$ cat config.mk
export PLATFORM = sky130hd
export DESIGN_NAME = zol_sequencer
export DESIGN_NICKNAME = d
export VERILOG_FILES = /design/src/rtl/zol_pkg.sv /design/src/rtl/zol_stack.sv /design/src/rtl/zol_next.sv /design/src/rtl/zol_sequencer.sv
export SDC_FILE = /design/constraint.sdc
export NUM_CORES = 1
export LEC_CHECK = 0
export ABC_CLOCK_PERIOD_IN_PS = 14420
export BUFFER_PORTS_ARGS = -buffer_cell sky130_fd_sc_hd__clkbuf_2
export CAP_MARGIN = 20
export CORE_ASPECT_RATIO = 0.6
export CORE_MARGIN = 2
export CORE_UTILIZATION = 52
export DETAILED_ROUTE_END_ITERATION = 8
export GPL_ROUTABILITY_DRIVEN = 0
export PLACE_DENSITY = 0.68
export SLEW_MARGIN = 20
export SYNTH_ARGS = -nofsm -noshare
export SYNTH_HDL_FRONTEND = slang
export SYNTH_SLANG_ARGS = --single-unit
$ cat constraint.sdc
create_clock -name clk -period 14.42 [get_ports clk]
set_input_delay 2.884 -clock clk [delete_from_list [all_inputs] [get_ports clk]]
set_output_delay 2.884 -clock clk [all_outputs]
set_load 0.02 [all_outputs]
$ cat src/rtl/zol_pkg.sv
package zol_pkg;
  typedef enum logic [2:0] {
    OP_PLAIN = 3'd0,
    OP_JUMP  = 3'd1,
    OP_CALL  = 3'd2,
    OP_RET   = 3'd3,
    OP_LOOP  = 3'd4,
    OP_BREAK = 3'd5,
    OP_RSV6  = 3'd6,
    OP_RSV7  = 3'd7
  } op_e;
endpackage

$ cat src/rtl/zol_stack.sv
module zol_stack #(
  parameter int W     = 14,
  parameter int DEPTH = 16
) (
  input  logic         clk,
  input  logic         rst_n,
  input  logic         push,
  input  logic         pop,
  input  logic         upd,
  input  logic [W-1:0] din,
  input  logic [W-1:0] upd_val,
  output logic [W-1:0] top,
  output logic         empty,
  output logic         full,
  output logic         ovf,
  output logic         unf
);
  localparam int CNTW = $clog2(DEPTH + 1);
  localparam int IW   = (DEPTH > 1) ? $clog2(DEPTH) : 1;

  logic [W-1:0]    mem [DEPTH];
  logic [CNTW-1:0] fill;
  logic [CNTW-1:0] fill_m1;
  logic [IW-1:0]   wr_idx;
  logic [IW-1:0]   rd_idx;
  logic            do_push;
  logic            do_pop;
  logic            do_upd;

  assign fill_m1 = fill - 1'b1;
  assign wr_idx  = fill[IW-1:0];
  assign rd_idx  = fill_m1[IW-1:0];
  assign empty   = (fill == '0);
  assign full    = (fill == CNTW'(DEPTH));
  assign do_push = push && !full;
  assign do_pop  = pop && !empty && !push;
  assign do_upd  = upd && !empty && !push && !pop;
  assign ovf     = push && full;
  assign unf     = pop && empty;
  assign top     = empty ? '0 : mem[rd_idx];

  always_ff @(posedge clk) begin
    if (!rst_n) begin
      fill <= '0;
    end else if (do_push) begin
      fill <= fill + 1'b1;
    end else if (do_pop) begin
      fill <= fill_m1;
    end
  end

  always_ff @(posedge clk) begin
    if (do_push) begin
      mem[wr_idx] <= din;
    end else if (do_upd) begin
      mem[rd_idx] <= upd_val;
    end
  end

  // occupancy never exceeds the depth
  assert_fill_bound_R11: assert property (@(posedge clk) disable iff (!rst_n)
    fill <= CNTW'(DEPTH));

  // a push into a full stack is dropped
  assert_full_push_dropped_R12: assert property (@(posedge clk) disable iff (!rst_n)
    (push && full) |=> (fill == $past(fill)));
endmodule

$ cat src/rtl/zol_next.sv
module zol_next
  import zol_pkg::*;
#(
  parameter int AW = 14,
  parameter int CW = 14
) (
  input  op_e          op,
  input  logic         cond,
  input  logic [AW-1:0] pc,
  input  logic [AW-1:0] target,
  input  logic [AW-1:0] ret_addr,
  input  logic         pc_empty,
  input  logic         lp_empty,
  input  logic [AW-1:0] lp_first,
  input  logic [AW-1:0] lp_last,
  input  logic [CW-1:0] lp_count,
  output logic [AW-1:0] next_addr,
  output logic         jump_taken,
  output logic         call_taken,
  output logic         ret_taken,
  output logic         end_hit,
  output logic         loop_back,
  output logic         loop_exit,
  output logic         lp_push,
  output logic         lp_pop,
  output logic [CW-1:0] count_next
);
  function automatic logic [AW-1:0] step_addr(input logic [AW-1:0] a);
    return a + 1'b1;
  endfunction

  function automatic logic keep_looping(input logic [CW-1:0] c);
    return c > CW'(1);
  endfunction

  function automatic logic [CW-1:0] count_down(input logic [CW-1:0] c);
    return c - 1'b1;
  endfunction

  logic any_taken;
  logic no_end_check;

  assign jump_taken   = (op == OP_JUMP) && cond;
  assign call_taken   = (op == OP_CALL) && cond;
  assign ret_taken    = (op == OP_RET)  && cond;
  assign any_taken    = jump_taken || call_taken || ret_taken;
  assign no_end_check = any_taken || (op == OP_LOOP) || (op == OP_BREAK);
  assign end_hit      = !no_end_check && !lp_empty && (pc == lp_last);
  assign loop_back    = end_hit && keep_looping(lp_count);
  assign loop_exit    = end_hit && !keep_looping(lp_count);
  assign lp_push      = (op == OP_LOOP);
  assign lp_pop       = loop_exit || (op == OP_BREAK);
  assign count_next   = count_down(lp_count);

  always_comb begin
    if (jump_taken || call_taken) begin
      next_addr = target;
    end else if (ret_taken) begin
      next_addr = pc_empty ? step_addr(pc) : ret_addr;
    end else if (loop_back) begin
      next_addr = lp_first;
    end else begin
      next_addr = step_addr(pc);
    end
  end
endmodule

$ cat src/rtl/zol_sequencer.sv
module zol_sequencer
  import zol_pkg::*;
#(
  parameter int AW        = 14,
  parameter int CW        = 14,
  parameter int PC_DEPTH  = 16,
  parameter int LP_DEPTH  = 4,
  parameter logic [AW-1:0] RESET_ADDR = '0
) (
  input  logic          clk,
  input  logic          rst_n,
  input  logic [2:0]    op_i,
  input  logic          cond_i,
  input  logic [AW-1:0] target_i,
  input  logic [AW-1:0] loop_end_i,
  input  logic [CW-1:0] loop_cnt_i,
  output logic [AW-1:0] fetch_addr_o,
  output logic          pc_ovf_o,
  output logic          pc_unf_o,
  output logic          lp_ovf_o,
  output logic          lp_unf_o
);
  localparam int LW = 2 * AW + CW;

  op_e           op;
  logic [AW-1:0] pc_q;
  logic [AW-1:0] next_addr;
  logic [AW-1:0] ret_addr;
  logic          pc_empty, pc_full, pc_ovf, pc_unf;
  logic [LW-1:0] lp_top, lp_din, lp_upd_val;
  logic          lp_empty, lp_full, lp_ovf, lp_unf;
  logic [AW-1:0] lp_first, lp_last;
  logic [CW-1:0] lp_count, count_next;
  logic          jump_taken, call_taken, ret_taken;
  logic          end_hit, loop_back, loop_exit, lp_push, lp_pop;
  logic          pc_ovf_q, pc_unf_q, lp_ovf_q, lp_unf_q;

  assign op       = op_e'(op_i);
  assign lp_first = lp_top[LW-1 -: AW];
  assign lp_last  = lp_top[CW +: AW];
  assign lp_count = lp_top[CW-1:0];
  assign lp_din   = {pc_q + 1'b1, loop_end_i, loop_cnt_i};
  assign lp_upd_val = {lp_first, lp_last, count_next};

  zol_stack #(.W(AW), .DEPTH(PC_DEPTH)) u_pc_stack (
    .clk(clk), .rst_n(rst_n),
    .push(call_taken), .pop(ret_taken), .upd(1'b0),
    .din(pc_q + 1'b1), .upd_val('0),
    .top(ret_addr), .empty(pc_empty), .full(pc_full),
    .ovf(pc_ovf), .unf(pc_unf)
  );

  zol_stack #(.W(LW), .DEPTH(LP_DEPTH)) u_loop_stack (
    .clk(clk), .rst_n(rst_n),
    .push(lp_push), .pop(lp_pop), .upd(loop_back),
    .din(lp_din), .upd_val(lp_upd_val),
    .top(lp_top), .empty(lp_empty), .full(lp_full),
    .ovf(lp_ovf), .unf(lp_unf)
  );

  zol_next #(.AW(AW), .CW(CW)) u_next (
    .op(op), .cond(cond_i), .pc(pc_q), .target(target_i),
    .ret_addr(ret_addr), .pc_empty(pc_empty),
    .lp_empty(lp_empty), .lp_first(lp_first), .lp_last(lp_last),
    .lp_count(lp_count), .next_addr(next_addr),
    .jump_taken(jump_taken), .call_taken(call_taken), .ret_taken(ret_taken),
    .end_hit(end_hit), .loop_back(loop_back), .loop_exit(loop_exit),
    .lp_push(lp_push), .lp_pop(lp_pop), .count_next(count_next)
  );

  always_ff @(posedge clk) begin
    if (!rst_n) begin
      pc_q     <= RESET_ADDR;
      pc_ovf_q <= 1'b0;
      pc_unf_q <= 1'b0;
      lp_ovf_q <= 1'b0;
      lp_unf_q <= 1'b0;
    end else begin
      pc_q     <= next_addr;
      pc_ovf_q <= pc_ovf_q | pc_ovf;
      pc_unf_q <= pc_unf_q | pc_unf;
      lp_ovf_q <= lp_ovf_q | lp_ovf;
      lp_unf_q <= lp_unf_q | lp_unf;
    end
  end

  assign fetch_addr_o = pc_q;
  assign pc_ovf_o     = pc_ovf_q;
  assign pc_unf_o     = pc_unf_q;
  assign lp_ovf_o     = lp_ovf_q;
  assign lp_unf_o     = lp_unf_q;

  assert_plain_step_R2: assert property (@(posedge clk) disable iff (!rst_n)
    (op_i == 3'd0 && !end_hit) |=> (fetch_addr_o == $past(fetch_addr_o) + 1'b1));

  assert_jump_target_R3: assert property (@(posedge clk) disable iff (!rst_n)
    (op_i == 3'd1 && cond_i) |=> (fetch_addr_o == $past(target_i)));

  assert_ret_empty_flag_R5: assert property (@(posedge clk) disable iff (!rst_n)
    (op_i == 3'd3 && cond_i && pc_empty) |=> pc_unf_o);

  assert_loop_start_step_R6: assert property (@(posedge clk) disable iff (!rst_n)
    (op_i == 3'd4) |=> (fetch_addr_o == $past(fetch_addr_o) + 1'b1));

  assert_loop_back_R7: assert property (@(posedge clk) disable iff (!rst_n)
    loop_back |=> (fetch_addr_o == $past(lp_first)));

  assert_loop_exit_R8: assert property (@(posedge clk) disable iff (!rst_n)
    loop_exit |=> (fetch_addr_o == $past(fetch_addr_o) + 1'b1));

  assert_full_call_flag_R11: assert property (@(posedge clk) disable iff (!rst_n)
    (call_taken && pc_full) |=> pc_ovf_o);

  assert_full_loop_flag_R12: assert property (@(posedge clk) disable iff (!rst_n)
    (lp_push && lp_full) |=> lp_ovf_o);

  assert_sticky_flags_R13: assert property (@(posedge clk) disable iff (!rst_n)
    (pc_ovf_o || pc_unf_o || lp_ovf_o || lp_unf_o) |=>
      (pc_ovf_o >= $past(pc_ovf_o) && pc_unf_o >= $past(pc_unf_o) &&
       lp_ovf_o >= $past(lp_ovf_o) && lp_unf_o >= $past(lp_unf_o)));
endmodule

==> summary.txt, run 1 <==
Layout
  • Ant diodes: 0
  • Share of cells above drive strength 1: 0.271
  • Area grow syn2layout: 11.9%
  • Final #Nets: ~1100
  • Post-layout utilization of the core: 0.589
  • Design area: roughly 20000 µm²

Timing
  • Minimum clock period: 6.11 ns
  • Slew Viols, Final: 0
  • Hold Vio Cnt, Final: 0
  • Unrepaired setup endpoints after global routing: false
  • Slew @ Worst Pin: 1.10 ns
  • TNS Setup: 0 ns
  • Setup Skew: ~0.017 ns
  • Slew HR: 0.270
  • Worst hold margin: between 0.4 and 0.5 ns
  • Final period util: 0.423
  • Final setup fails: 0
  • F_max: between 150 and 200 MHz

Worst setup path
  • Setup crit end kind: register
  • Setup crit end: u_loop_stack.mem[2][28]$_DFFE_PP_
  • R2r startpoint: u_loop_stack.fill[0]$_SDFFE_PN0P_
  • Worst Path Required: around 15 ns
  • CP Launch Point: u_loop_stack.fill[0]$_SDFFE_PN0P_
  • R2R depth: 12
  • Critical path fanouts, max: 29
  • Flop2flop setup slack: 8.31 ns
  • RR Endpoint: u_loop_stack.mem[2][28]$_DFFE_PP_
  • CP arrival: roughly 6.3 ns
  • Kind of start point of the critical path: register
  • Critical path class: register to register

Global routing
  • Initial antenna violation count: 0
  • GRT overflow: 0
  • GRT Overall Usage: 0.228
  • Number of global-route vias before repair: approximately 9500
  • Largest net degree at the start of global routing: 60
  • First-pass GRT wire length: 60.1 mm

Logic synthesis
  • Synth top area share: 0.665
  • Flops & latches, synth: roughly 420
  • Post-synthesis sequential area ratio: 0.694
  • Syn_nets: about 1100
  • Mapped Cells: 1001
  • Largest area contributor in the netlist: edfxtp_1
  • YS warnings: 0
  • Post-synth ARST share: 0
  • Mean Syn Cell Area: 17.7 µm²
  • Ys flop type: edfxtp_1
  • Area contributors post-synth: edfxtp_1 66%, mux4_2 14%, dfxtp_1 2.9%, nand2_1 1.4%, and2_1 1.1%
  • EDFF count, synth: 392
  • Netlist Area Pre-Place: approximately 18000 µm²
  • Synth unique cells: 62

Placement
  • Placed cell area: 18600 µm²
  • PortBufs: 65
  • HPWL Detailed: around 25 mm

Die
  • Core ar.: around 34000 µm²
  • Num ports: 66
  • Die width: approximately 240 µm
  • Die H: 147 µm
  • Die ar.: 35600 µm²
  • FP Rows: 52
  • Initial Utilization: 0.527

Clock network
  • Hold-fix buffers, CTS: 0
  • Clk Latency, worst-skew pair: 0.54 ns
  • Clock root buffer: clkbuf_16
  • Cts repair resizes: 0
  • Clock sink count: around 420
  • CTS max path bufs: 3
  • TritonCTS clock tree: yes
  • CTS buffer count: 37
  • Postcts setup bufs: 0
  • # H-tree levels: 2
  • Clock-pin slew on the worst setup and hold paths: about 0.060 ns

Routing
  • Initial detailed-routing violation count: ~940
  • Residual DRC count: 0
  • Via count: 9716
  • Via-to-Cell Ratio: slightly above 6
  • TritonRoute pass-1 iters: 5
  • Wire per inst: 25.6 µm
  • Routed Antenna Nets: 0
  • Detailed Route WL: approximately 40 mm

Worst hold path
  • Worst min path class: register to register

Power and ir drop
  • Switching Share: 0.261
  • VDD IR-drop max: ~0.00012 V
  • Combinational power share: 0.164
  • Seq pwr share: 0.487
  • P_int: approximately 2100 µW
  • P_leak: approximately 0.0064 µW
  • Power share of the clock group: 0.350
  • Switching power: 749 µW
  • Power Density: around 140 nW/µm²

Run
  • Max cap viols: 0

Status
  • Status: finished clean
## metal layers
| layer | up-vias | routed length [µm] | track usage |
|---|---|---|---|
| li1 | 4148 | - | - |
| met1 | 5022 | 18600 | 0.373 |
| met5 | - | 0 | 0 |
| met2 | 491 | 16900 | 0.314 |
| met4 | 0 | 757 | 0.0577 |
| met3 | 55 | 3750 | 0.0451 |
## Yosys cell counts, types with 4 or more instances
master      n
edfxtp_1  392
mux4_2    110
nand2_1    66
nor2_1     32
a21oi_1    30
and2_1     30
o21ai_0    29
inv_1      28
clkbuf_1   26
dfxtp_1    26
nand3_1    23
xnor2_1    21
and3_1     17
a221o_1    15
mux2_2     14
buf_1      13
ha_1       11
mux2i_1     9
nor3_1      9
xor2_1      8
a31oi_1     7
nand4_1     7
nor2b_1     7
mux2_4      6
buf_2       5
buf_4       4
buf_6       4
o21a_1      4
## area by class of cell
type / instances / area, µm²
clock buffers: 45 / 998
clock inverters: 22 / 211
fillers: 2529 / 13800
inverters: 29 / 109
multi-input cells: 500 / 5120
flip-flops and latches: 418 / 12300
well taps: 459 / 574
repair buffers: 89 / 509
## power by group through the flow
stage | Clock (µW) | Combinational [µW] | Sequential, µW
after floorplan | 0 | 343 | 1410
after global placement | 0 | 454 | 1420
after detailed placement | 0 | 463 | 1420
after CTS | 1020 | 465 | 1390
after global routing | 1060 | 508 | 1400
final | 1000 | 469 | 1390
## stage by stage
step,setup slack (ns),total power (µW),cells
6_report,8.31,2870,1562
2_1_floorplan,6.35,1760,1001
4_1_cts,7.68,2870,1561
3_3_place_gp,7.64,1870,1494
3_5_place_dp,7.57,1880,1494
5_1_grt,7.89,2960,1562
## cell usage in the layout (no fill, tap or decap), types with 4 or more instances in the layout
master and count:
buf_4 23, mux2_4 6, a221o_1 15, mux4_2 110
dfxtp_1 24, ha_1 9, o21a_1 4, a21oi_1 30
nor2b_1 7, and3_1 17, clkbuf_1 6, and2_1 30
xor2_1 7, clkinv_1 7, nor2_1 31, xnor2_1 18
bufinv_16 4, mux2_2 14, nor3_1 9, o21ai_0 25
edfxtp_1 392, mux2i_1 9, o21ai_4 4, nand3_1 23
nand2_1 66, inv_1 28, a31oi_1 7, clkbuf_2 65
clkbuf_16 39, clkinv_2 8, nand4_1 7
## worst min-delay path by stage
stage,start,end,cells past startpoint
finish,lp_unf_o$_SDFF_PN0_,lp_unf_o$_SDFF_PN0_,1
global route,lp_unf_o$_SDFF_PN0_,lp_unf_o$_SDFF_PN0_,1
CTS,lp_unf_o$_SDFF_PN0_,lp_unf_o$_SDFF_PN0_,1
detailed placement,lp_unf_o$_SDFF_PN0_,lp_unf_o$_SDFF_PN0_,1
global placement,lp_unf_o$_SDFF_PN0_,lp_unf_o$_SDFF_PN0_,1
floorplan,u_loop_stack.fill[1]$_SDFFE_PN0P_,u_loop_stack.fill[1]$_SDFFE_PN0P_,1
## registers in the layout, summed over array words and instances (netlist names)
signal,cells
lp_unf_o,1
pc_ovf_o,1
fetch_addr_o,14
u_pc_stack.mem,224
u_loop_stack.mem,168
lp_ovf_o,1
u_loop_stack.fill,3
pc_unf_o,1
u_pc_stack.fill,5
## cells by family after synthesis
logic type | count (synthesis) | synth area share
mux | 139 | 0.159
fa+ha+maj | 11 | 0.00777
flops | 418 | 0.694
simple gates | 209 | 0.0600
buf+inv | 83 | 0.0220
compound gates | 112 | 0.0430
xor+xnor | 29 | 0.0143
## worst max-delay path, cell delays in order, from the launching register on
cell and delay (ns):
dfxtp_4 0.60, clkinv_1 0.51, ha_2 0.86, buf_4 0.51
mux2i_1 0.38, nor3_1 0.08, o41ai_1 0.39, o221ai_1 0.24
a211o_1 0.39, nor3_4 0.35, nand2_1 0.22, o21ai_4 0.71
buf_4 0.47
(Power assumes the default switching activity.)
==> run 2, diff against run 1 <==
ABC_CLOCK_PERIOD_IN_PS = 5450   (was 14420)
PLACE_DENSITY = 0.7   (was 0.68)
clock period = 5.45 ns   (was 14.42 ns; I/O delays follow)
==> run 2 against run 1 <==
Effect of this change:
- clock skew rose by 0.0096 ns
- sequential share of layout area fell by 0.27 points
- register-to-register slack got worse by 7.6 ns
- cell count rose by 0.64%
- combinational power rose to 2.7 times the previous value
- count of clock-buffer cells in the layout rose by 3
- largest cell class unchanged
- critical path depth fell by 1
- hold slack got worse by 0.0028 ns
- critical path type unchanged
- power rose to 2.6 times the previous value
- setup slack got worse by 7.6 ns
==> summary.txt, run 2 (synthesis gave the netlist of run 1 again) <==
Worst setup path
  • R2r startpoint: u_loop_stack.fill[0]$_SDFFE_PN0P_
  • Worst Path Required: 5.88 ns (-8.73 ns)
  • Kind of start point of the critical path: register
  • RR Endpoint: fetch_addr_o[6]$_SDFF_PN0_
  • Critical path class: register to register
  • CP arrival: 5.20 ns (-1.10 ns)
  • Setup crit end kind: register
  • R2R depth: 11 (-1)
  • Flop2flop setup slack: 0.68 ns (-7.63 ns)
  • Critical path fanouts, max: 59 (+100%)

Die
  • Die width: 242 µm (unchanged)
  • Die H: 147 µm (unchanged)
  • Die ar.: 35600 µm² (unchanged)
  • FP Rows: 52 (unchanged)
  • Core ar.: 33600 µm² (unchanged)
  • Num ports: 66 (unchanged)
  • Initial Utilization: 0.527 (unchanged)

Timing
  • Slew @ Worst Pin: 1.12 ns (+0.0272 ns)
  • Slew Viols, Final: 0 (unchanged)
  • Slew HR: 0.252 (-0.0181)
  • Hold Vio Cnt, Final: 0 (unchanged)
  • Final period util: 0.875 (+0.451)
  • Minimum clock period: 4.77 ns (-1.34 ns)
  • Final setup fails: 0 (unchanged)
  • Unrepaired setup endpoints after global routing: false
  • F_max: 210 MHz (+28%)
  • Setup Skew: 0.0262 ns (+0.00961 ns)

Layout
  • Design area: 19900 µm² (+0.44%)
  • Ant diodes: 0 (unchanged)
  • Commonest non-fill, non-tap cell in the layout: edfxtp_1
  • Multi-input logic area: 5110 µm² (-0.17%)
  • Post-layout utilization of the core: 0.592 (+0.00260)
  • Area grow syn2layout: 12.4%
  • Reg with most FFs: u_pc_stack.mem
  • Post-Layout Cell Count: 1572 (+0.64%)
  • Share of cells above drive strength 1: 0.274 (+0.00296)
  • FILL cells: 2441 (-3.5%)
  • Storage cell area: 12300 µm² (unchanged)
  • Most frequent cells in the layout: 392 x edfxtp_1, 110 x mux4_2, 66 x nand2_1
  • Max FFs per register: 224 (unchanged)
  • Final #Nets: 1143 (+0.79%)

Routing
  • Detailed Route WL: 40.4 mm (+1.1%)
  • TritonRoute pass-1 iters: 5 (unchanged)
  • Via count: 9706 (-0.10%)
  • Initial detailed-routing violation count: 1083 (+15%)
  • Routed Antenna Nets: 0 (unchanged)
  • Residual DRC count: 0 (unchanged)
  • Via-to-Cell Ratio: 6.17 (-0.74%)
  • Wire per inst: 25.7 µm (+0.49%)

Clock network
  • TritonCTS clock tree: yes
  • Hold-fix buffers, CTS: 0 (unchanged)
  • Postcts setup bufs: 0 (unchanged)
  • Clock-pin slew on the worst setup and hold paths: 0.06 ns (about the same)
  • Clk Latency, worst-skew pair: 0.55 ns (about the same)
  • CTS max path bufs: 3 (unchanged)
  • Clock sink count: 418 (unchanged)
  • CTS buffer count: 38 (+2.7%)
  • Clock root buffer: clkbuf_16
  • Cts repair resizes: 0 (unchanged)
  • # H-tree levels: 2 (unchanged)

Global routing
  • GRT Overall Usage: 0.231 (+0.00301)
  • GRT overflow: 0 (unchanged)
  • First-pass GRT wire length: 60.9 mm (+1.3%)
  • Initial antenna violation count: 0 (unchanged)
  • Largest net degree at the start of global routing: 60 (unchanged)
  • Number of global-route vias before repair: 9441 (-0.30%)

Power and ir drop
  • VDD IR-drop max: 0.000300 V (+150%)
  • Pwr Total: 7580 µW (+160%)
  • P_leak: 0.00648 µW (+0.56%)
  • Power Density: 381 nW/µm² (+160%)

Placement
  • HPWL Detailed: 25.5 mm (+2.4%)
  • PortBufs: 65 (unchanged)
  • Placed cell area: 18700 µm² (+0.57%)
  • Post-Place Cells: 1502 (+0.54%)

Worst hold path
  • Hold endpoint: lp_ovf_o$_SDFF_PN0_
  • Min-delay src: lp_ovf_o$_SDFF_PN0_
  • Hold path cells: 1 (unchanged)
  • Worst min path class: register to register

Run
  • Max cap viols: 0 (unchanged)

Status
  • Status: finished clean
run 2: how the worst max path moves through the flow:
stage	startpoint	to	slack (ns)	cells after the start
2_1_floorplan	u_loop_stack.fill[0]$_SDFFE_PN0P_	u_loop_stack.mem[1][0]$_DFFE_PP_	-0.58	17
3_3_place_gp	u_loop_stack.fill[0]$_SDFFE_PN0P_	fetch_addr_o[6]$_SDFF_PN0_	0.85	11
3_5_place_dp	u_loop_stack.fill[0]$_SDFFE_PN0P_	fetch_addr_o[6]$_SDFF_PN0_	0.73	11
4_1_cts	u_loop_stack.fill[0]$_SDFFE_PN0P_	fetch_addr_o[6]$_SDFF_PN0_	0.69	11
5_1_grt	u_loop_stack.fill[0]$_SDFFE_PN0P_	fetch_addr_o[6]$_SDFF_PN0_	0.42	11
6_report	u_loop_stack.fill[0]$_SDFFE_PN0P_	fetch_addr_o[6]$_SDFF_PN0_	0.68	11
run 2: final cells by class:
cell class,count,share of cell area
clock buffer,48,0.0517
tap,459,0.0288
timing repair buffer,97,0.0307
sequential,418,0.618
multi-input combinational,500,0.257
clock inverter,21,0.00886
inverter,29,0.00547
run 2: metal layers:
metal,share of wire,track usage,routed length (µm),vias up
met2,0.42,0.317,17100,486
li1,-,-,-,4174
met4,0.011,0.0386,433,0
met1,0.46,0.379,18600,5004
met3,0.11,0.0563,4240,42
met5,0,0.00401,0,-
run 2: worst max-delay path, cell delays in order (launching register included):
cell      delay (ns)
dfxtp_4         0.57
clkinv_1        0.17
ha_2            0.78
mux2i_1         0.36
nor3_1          0.09
o41ai_1         0.40
o221ai_1        0.20
a211o_1         0.40
nor3_4          0.18
buf_4           0.66
mux2_2          0.46
a221o_1         0.33
run 2: through the flow:
step | worst slack, ns | hold slack (ns) | setup TNS [ns]
finish | 0.682 | 0.470 | 0
floorplan | -0.581 | 0.554 | -73.00
global route | 0.423 | 0.496 | 0
detailed placement | 0.731 | 0.459 | 0
global placement | 0.847 | 0.450 | 0
CTS | 0.690 | 0.472 | 0
run 2: where the power goes:
group          internal, µW  switching (µW)  leakage (µW)
clock                  1440            1170      0.000585
sequential             3630            60.7       0.00380
combinational           501             779       0.00209
total                  5570            2010       0.00648
